`config.mk`:
```
export PLATFORM = sky130hd
export DESIGN_NAME = byte_alu_unit
export DESIGN_NICKNAME = d
export VERILOG_FILES = /design/src/rtl/byte_alu_pkg.sv /design/src/rtl/byte_alu_adder.sv /design/src/rtl/byte_alu_core.sv /design/src/rtl/byte_alu_flag.sv /design/src/rtl/byte_alu_unit.sv
export SDC_FILE = /design/constraint.sdc
export NUM_CORES = 1
export LEC_CHECK = 0
export BUFFER_PORTS_ARGS = -buffer_cell sky130_fd_sc_hd__buf_2
export CORE_MARGIN = 4
export CORE_UTILIZATION = 48
export DETAILED_ROUTE_END_ITERATION = 8
export GPL_ROUTABILITY_DRIVEN = 0
export PLACE_DENSITY = 0.85
export SLEW_MARGIN = 5
export SYNTH_ARGS = -nofsm -noshare
export SYNTH_HDL_FRONTEND = slang
export SYNTH_SLANG_ARGS = --single-unit
```
`constraint.sdc`:
```
create_clock -name clk -period 7.9 [get_ports clk]
set_clock_uncertainty 0.15 [all_clocks]
set_input_delay 1.58 -clock clk [delete_from_list [all_inputs] [get_ports clk]]
set_output_delay 1.58 -clock clk [all_outputs]
set_load 0.01 [all_outputs]
```
`src/rtl/byte_alu_pkg.sv`:
```
package byte_alu_pkg;

  typedef enum logic [3:0] {
    OP_NOT = 4'b0100,
    OP_AND = 4'b1100,
    OP_INC = 4'b0010,
    OP_DEC = 4'b1010,
    OP_ADD = 4'b0110,
    OP_SUB = 4'b1110
  } alu_op_e;

  function automatic logic is_alu_op(input logic [3:0] code);
    case (code)
      OP_NOT, OP_AND, OP_INC, OP_DEC, OP_ADD, OP_SUB: is_alu_op = 1'b1;
      default:                                        is_alu_op = 1'b0;
    endcase
  endfunction

  function automatic logic is_sub_op(input logic [3:0] code);
    is_sub_op = (code == OP_DEC) || (code == OP_SUB);
  endfunction

endpackage

```
`src/rtl/byte_alu_adder.sv`:
```
module byte_alu_adder #(
  parameter int WIDTH = 8,
  parameter bit RIPPLE = 1'b1
) (
  input  logic [WIDTH-1:0] in_x,
  input  logic [WIDTH-1:0] in_y,
  input  logic             carry_in,
  output logic [WIDTH-1:0] sum,
  output logic             carry_out
);

  generate
    if (RIPPLE) begin : g_ripple
      // explicit bit-serial chain inside one process
      always_comb begin
        logic c;
        c = carry_in;
        for (int i = 0; i < WIDTH; i++) begin
          sum[i] = in_x[i] ^ in_y[i] ^ c;
          c      = (in_x[i] & in_y[i]) | (c & (in_x[i] ^ in_y[i]));
        end
        carry_out = c;
      end
    end else begin : g_native
      logic [WIDTH:0] wide;
      assign wide      = {1'b0, in_x} + {1'b0, in_y} + {{WIDTH{1'b0}}, carry_in};
      assign sum       = wide[WIDTH-1:0];
      assign carry_out = wide[WIDTH];
    end
  endgenerate

endmodule

```
`src/rtl/byte_alu_core.sv`:
```
module byte_alu_core
  import byte_alu_pkg::*;
#(
  parameter int DATA_W = 8,
  parameter bit RIPPLE = 1'b1
) (
  input  logic [3:0]        code,
  input  logic [DATA_W-1:0] a,
  input  logic [DATA_W-1:0] b,
  input  logic              has_amt,
  output logic [DATA_W-1:0] value,
  output logic              wrap,
  output logic              legal
);

  localparam logic [DATA_W-1:0] ONE = {{(DATA_W-1){1'b0}}, 1'b1};

  logic [DATA_W-1:0] step;
  logic [DATA_W-1:0] rhs;
  logic [DATA_W-1:0] rhs_adj;
  logic [DATA_W-1:0] arith;
  logic              sub_mode;
  logic              cout;

  assign step     = has_amt ? b : ONE;
  assign sub_mode = is_sub_op(code);
  assign legal    = is_alu_op(code);

  always_comb begin
    case (code)
      OP_INC, OP_DEC: rhs = step;
      default:        rhs = b;
    endcase
  end

  // subtraction as a + ~rhs + 1
  assign rhs_adj = rhs ^ {DATA_W{sub_mode}};

  byte_alu_adder #(.WIDTH(DATA_W), .RIPPLE(RIPPLE)) u_adder (
    .in_x      (a),
    .in_y      (rhs_adj),
    .carry_in  (sub_mode),
    .sum       (arith),
    .carry_out (cout)
  );

  always_comb begin
    value = '0;
    wrap  = 1'b0;
    case (code)
      OP_NOT: value = ~(has_amt ? b : a);
      OP_AND: value = a & b;
      OP_INC, OP_ADD: begin
        value = arith;
        wrap  = cout;
      end
      OP_DEC, OP_SUB: begin
        value = arith;
        wrap  = ~cout;   // no carry out means a borrow occurred
      end
      default: begin
        value = '0;
        wrap  = 1'b0;
      end
    endcase
  end

endmodule

```
`src/rtl/byte_alu_flag.sv`:
```
module byte_alu_flag #(
  parameter int IDX_W = 8,
  parameter logic [IDX_W-1:0] FLAG_IDX = {IDX_W{1'b1}}
) (
  input  logic             clk,
  input  logic             rst,
  input  logic             alu_we,
  input  logic             alu_val,
  input  logic             reg_we,
  input  logic [IDX_W-1:0] reg_idx,
  input  logic             reg_bit,
  output logic             flag
);

  logic reg_hit;
  assign reg_hit = reg_we && (reg_idx == FLAG_IDX);

  always_ff @(posedge clk) begin
    if (rst) begin
      flag <= 1'b0;
    end else if (alu_we) begin
      flag <= alu_val;
    end else if (reg_hit) begin
      flag <= reg_bit;
    end
  end

endmodule

```
`src/rtl/byte_alu_unit.sv`:
```
module byte_alu_unit
  import byte_alu_pkg::*;
#(
  parameter int DATA_W = 8,
  parameter int IDX_W  = 8,
  parameter bit RIPPLE = 1'b1
) (
  input  logic              clk,
  input  logic              rst,
  input  logic              op_valid,
  input  logic [3:0]        op_code,
  input  logic [DATA_W-1:0] opnd_a,
  input  logic [DATA_W-1:0] opnd_b,
  input  logic              amt_present,
  input  logic              reg_wr_en,
  input  logic [IDX_W-1:0]  reg_wr_idx,
  input  logic [DATA_W-1:0] reg_wr_data,
  output logic              res_valid,
  output logic [DATA_W-1:0] res_data,
  output logic              flag_next,
  output logic              flag_we,
  output logic              flag_q
);

  localparam logic [IDX_W-1:0] FLAG_IDX = {IDX_W{1'b1}};

  logic [DATA_W-1:0] core_val;
  logic              core_wrap;
  logic              core_legal;
  logic              fire;

  byte_alu_core #(.DATA_W(DATA_W), .RIPPLE(RIPPLE)) u_core (
    .code    (op_code),
    .a       (opnd_a),
    .b       (opnd_b),
    .has_amt (amt_present),
    .value   (core_val),
    .wrap    (core_wrap),
    .legal   (core_legal)
  );

  assign fire = op_valid && core_legal;

  always_ff @(posedge clk) begin
    if (rst) begin
      res_valid <= 1'b0;
      res_data  <= '0;
      flag_next <= 1'b0;
    end else begin
      res_valid <= fire;
      if (fire) begin
        res_data  <= core_val;
        flag_next <= core_wrap;
      end
    end
  end

  assign flag_we = res_valid;

  byte_alu_flag #(.IDX_W(IDX_W), .FLAG_IDX(FLAG_IDX)) u_flag (
    .clk     (clk),
    .rst     (rst),
    .alu_we  (fire),
    .alu_val (core_wrap),
    .reg_we  (reg_wr_en),
    .reg_idx (reg_wr_idx),
    .reg_bit (reg_wr_data[0]),
    .flag    (flag_q)
  );

endmodule

```
==> flow_results.org <==
** Critical path
- The critical path in this run is classified as in2reg.
- Together, buffers and inverters on the worst path number 4.
- Cell with the largest stage delay on the worst path :: sky130_fd_sc_hd__fa_1
- In this run the worst path has a maximum fanout of 14.
- For the worst setup path, the data required time is 7.97 ns.
- Setup crit end kind :: register
- Worst EP arrival :: 5.87 ns
- Dominant cell type by count on the critical path :: sky130_fd_sc_hd__fa_1
- The worst setup path is launched from an input pin.
- Longest individual stage delay on the worst path :: 0.41 ns
- Among cell families on the critical path, the largest total delay comes from adder cells.
- Walking the worst path, the cells encountered are buf_2, and2b_1, nand2_1, nand2_1, xnor2_1, fa_1, inv_1, fa_1, fa_1, fa_1, inv_1, fa_1, inv_1, fa_1, fa_1, xor2_1, mux2i_1, a21oi_1, o311a_1.

** Placement
- Placed cells :: 180
- Summing all placed instances gives a cell area of 1219 um^2.
- # port buffers :: 45
- The wire-length estimate of the detail-placed layout is 2074 um.

** Timing
- Measured against its own limit, the worst slew margin works out to 62.59%.
- The final hold violation count is 0.
- Setup violators final :: 0
- The final critical path takes up 73.41% of the cycle.
- Pins over their slew limit :: 0
- Based on the critical path, the design can be clocked at up to 172.4 MHz.
- Setup repair after global routing left no endpoint under its margin.
- Least-Margin Pin Slew :: 0.5581 ns
- In the final timing run, aggregate negative setup slack is 0 ns.
- After layout, the minimum clock period comes to 5.800 ns.

** Clocking
- Clock tree from TritonCTS :: yes
- At the later pin of the worst-skew pair, clock insertion delay measures 0.28 ns.
- Once the clock tree was built, the resizer swapped 0 gates to a different size.
- Clock-pin transition on the worst setup and hold timing paths :: 0.07 ns
- Buffer cell driving the clock tree root :: sky130_fd_sc_hd__clkbuf_4
- In this run the deepest clock path goes through 2 buffers.
- After clock tree synthesis, the setup repair step added 0 buffers.
- H-tree levels :: 1
- After clock tree synthesis, the flow added hold-fix buffers numbering 0.
- For this design, the sink count on the clock tree is 11.
- Cts bufs inserted :: 3

** GRT
- The total overflow left after global routing is 0.
- Maximum number of pins on one net before global-route repair :: 15
- Antenna violations before repair :: 0
- The number of global-route vias before repair was 1028.
- The first global-routing pass estimated 4312 um of wire.
- Total GRT Usage :: 20.84%

** Cells and area
- ANT cells :: 0
- Compared with the post-synthesis result, the final layout area differs by 25.79%.
- For this run, the post-layout net count is 206.
- Post-route cell area :: 1245 um^2
- Share of layout cells above drive strength 1 :: 33.76%
- The finished layout holds 184 standard cells, fillers aside.
- Cells fill 63.46% of the core in the end.

** Detailed routing
- # DRC :: 0
- Routed wirelength normalized by instance count :: 14.34 um
- Detailed Route Iter0 Violations :: 11
- The detail route stage leaves a number of antenna-violating nets equal to 0.
- After detailed routing, the number of vias per cell comes to 5.560.
- Across all layers, the routed design uses 1023 vias.
- Aggregate routed wire length :: 2639 um
- The first detailed-routing pass took 4 iterations.

** Pwr
- The analysis attributes to cell leakage a power of 0.5874 nW.
- Power spread over the standard cell area amounts to 128.2 nW/um^2.
- Overall power :: 0.0001596 W
- Peak supply drop :: 0.06205 mV

** Job
- Max-Cap Viols :: 0

** Yosys
- Count of different cell masters after synthesis :: 31
- Async SR Flop Fraction :: 0%
- Synthesized netlist net count :: 162
- After synthesis, flip-flops and latches occupy 22.25% of the total area.
- Warning count from the yosys run :: 0
- Top flip-flop cell by instance count after synthesis :: sky130_fd_sc_hd__dfxtp_1
- Summing every instance area after synthesis gives 989.7 um^2.
- The synthesized design contains 0 enable-type register cells.
- In this run the mean area of a mapped cell was 8.682 um^2.
- Instance count of the mapped netlist :: 114
- Number of synthesized register bits :: 11

** Floorplanning
- I/O pin total :: 53
- Area of the core :: 1962 um^2
- For this configuration, the core starts out at a cell density of 50.45%.
- The floorplan step defined a die boundary enclosing 2852 um^2.
- Overall die height :: 53.41 um
- From left edge to right edge, the die measures 53.41 um.
- The floorplan has 16 rows.

** Status
- The flow ran to the end, and the final reports show no timing, DRC or antenna violations.

** Min path
- In this run the worst hold path is classified as reg2reg.
==> synthesized netlist by cell type (all sizes together), types with 2 or more instances <==
library cell,number,area share (%)
mux2i,9,9.1
nor3,2,1.5
nor2,11,4.2
clkbuf,2,0.76
a221oi,8,7.7
buf,4,2.3
nand2,11,4.2
nand3,9,4.6
inv,8,3.0
dfxtp,11,22
xor2,7,6.2
a211oi,9,6.8
xnor2,2,1.8
fa,7,14
a21oi,2,1.0
==> registers in the layout, indices dropped and copies added, names as in the netlist <==
register and cells:
flag_next 1, res_data 8, u_flag.flag 1, flag_we 1
==> report_power, final <==
group	switching (W)	internal (W)
combinational	0.0000330	0.0000255
clock	0.0000211	0.0000196
sequential	0.00000158	0.0000589
==> through the flow <==
step | hold WS [ns] | setup WS, ns
2_1_floorplan | 0.3702 | 2.452
3_3_place_gp | 0.3168 | 1.985
3_5_place_dp | 0.3189 | 1.833
4_1_cts | 0.3362 | 2.106
5_1_grt | 0.3660 | 1.874
6_report | 0.3375 | 2.100
==> cells in the final DEF (no fill, tap or decap), drive strengths merged <==
cell type  count
a32oi          1
mux2i          9
nor3           2
clkbuf         4
nand3b         1
xor2           7
o21bai         1
buf           45
nand2         11
nand4          1
o21ai          1
o311a          1
a21oi          2
nand3          9
and2b          1
xnor2          2
a221oi         8
inv            8
fa             7
o21a           1
a31oi          1
nand2b         1
nor2          11
a211oi         9
nor2b          1
nor4           1
dfxtp         11
==> per-layer routing <==
metal / global-route usage, % / wire, um / share of wire (%)
met1: 22.53 / 1071 / 41
met2: 40.82 / 1437 / 54
met3: 2.535 / 94 / 3.6
met4: 6.383 / 36 / 1.4
met5: 0 / 0 / 0
==> path summary, 6_finish.rpt <==
kind                                  from                       end  slack, ns  cells past startpoint
setup reg to reg  u_flag.flag$_SDFFE_PP0P_  u_flag.flag$_SDFFE_PP0P_       6.98                      1
hold / removal      flag_next$_SDFFE_PP0P_    flag_next$_SDFFE_PP0P_       0.34                      2
hold reg to reg     flag_next$_SDFFE_PP0P_    flag_next$_SDFFE_PP0P_       0.34                      2
setup / recovery                op_code[1]  u_flag.flag$_SDFFE_PP0P_       2.10                     19
==> cell families after synthesis <==
logic type      share of synthesized area, %
compound gates                         20.48
xor+xnor                               7.965
fa+ha+maj                              14.16
buf+inv                                6.069
flops                                  22.25
mux                                    9.103
simple gates                           19.98
==> cell type report <==
type                            instances  area (um^2)
Sequential cell                        11        220.2
Inverter                                8        30.03
Fill cell                             191        716.9
Clock buffer                            4        26.28
Timing Repair Buffer                   45        225.2
Tap cell                               27        33.78
Multi-Input combinational cell         89        709.4
(Power assumes the default switching activity.)
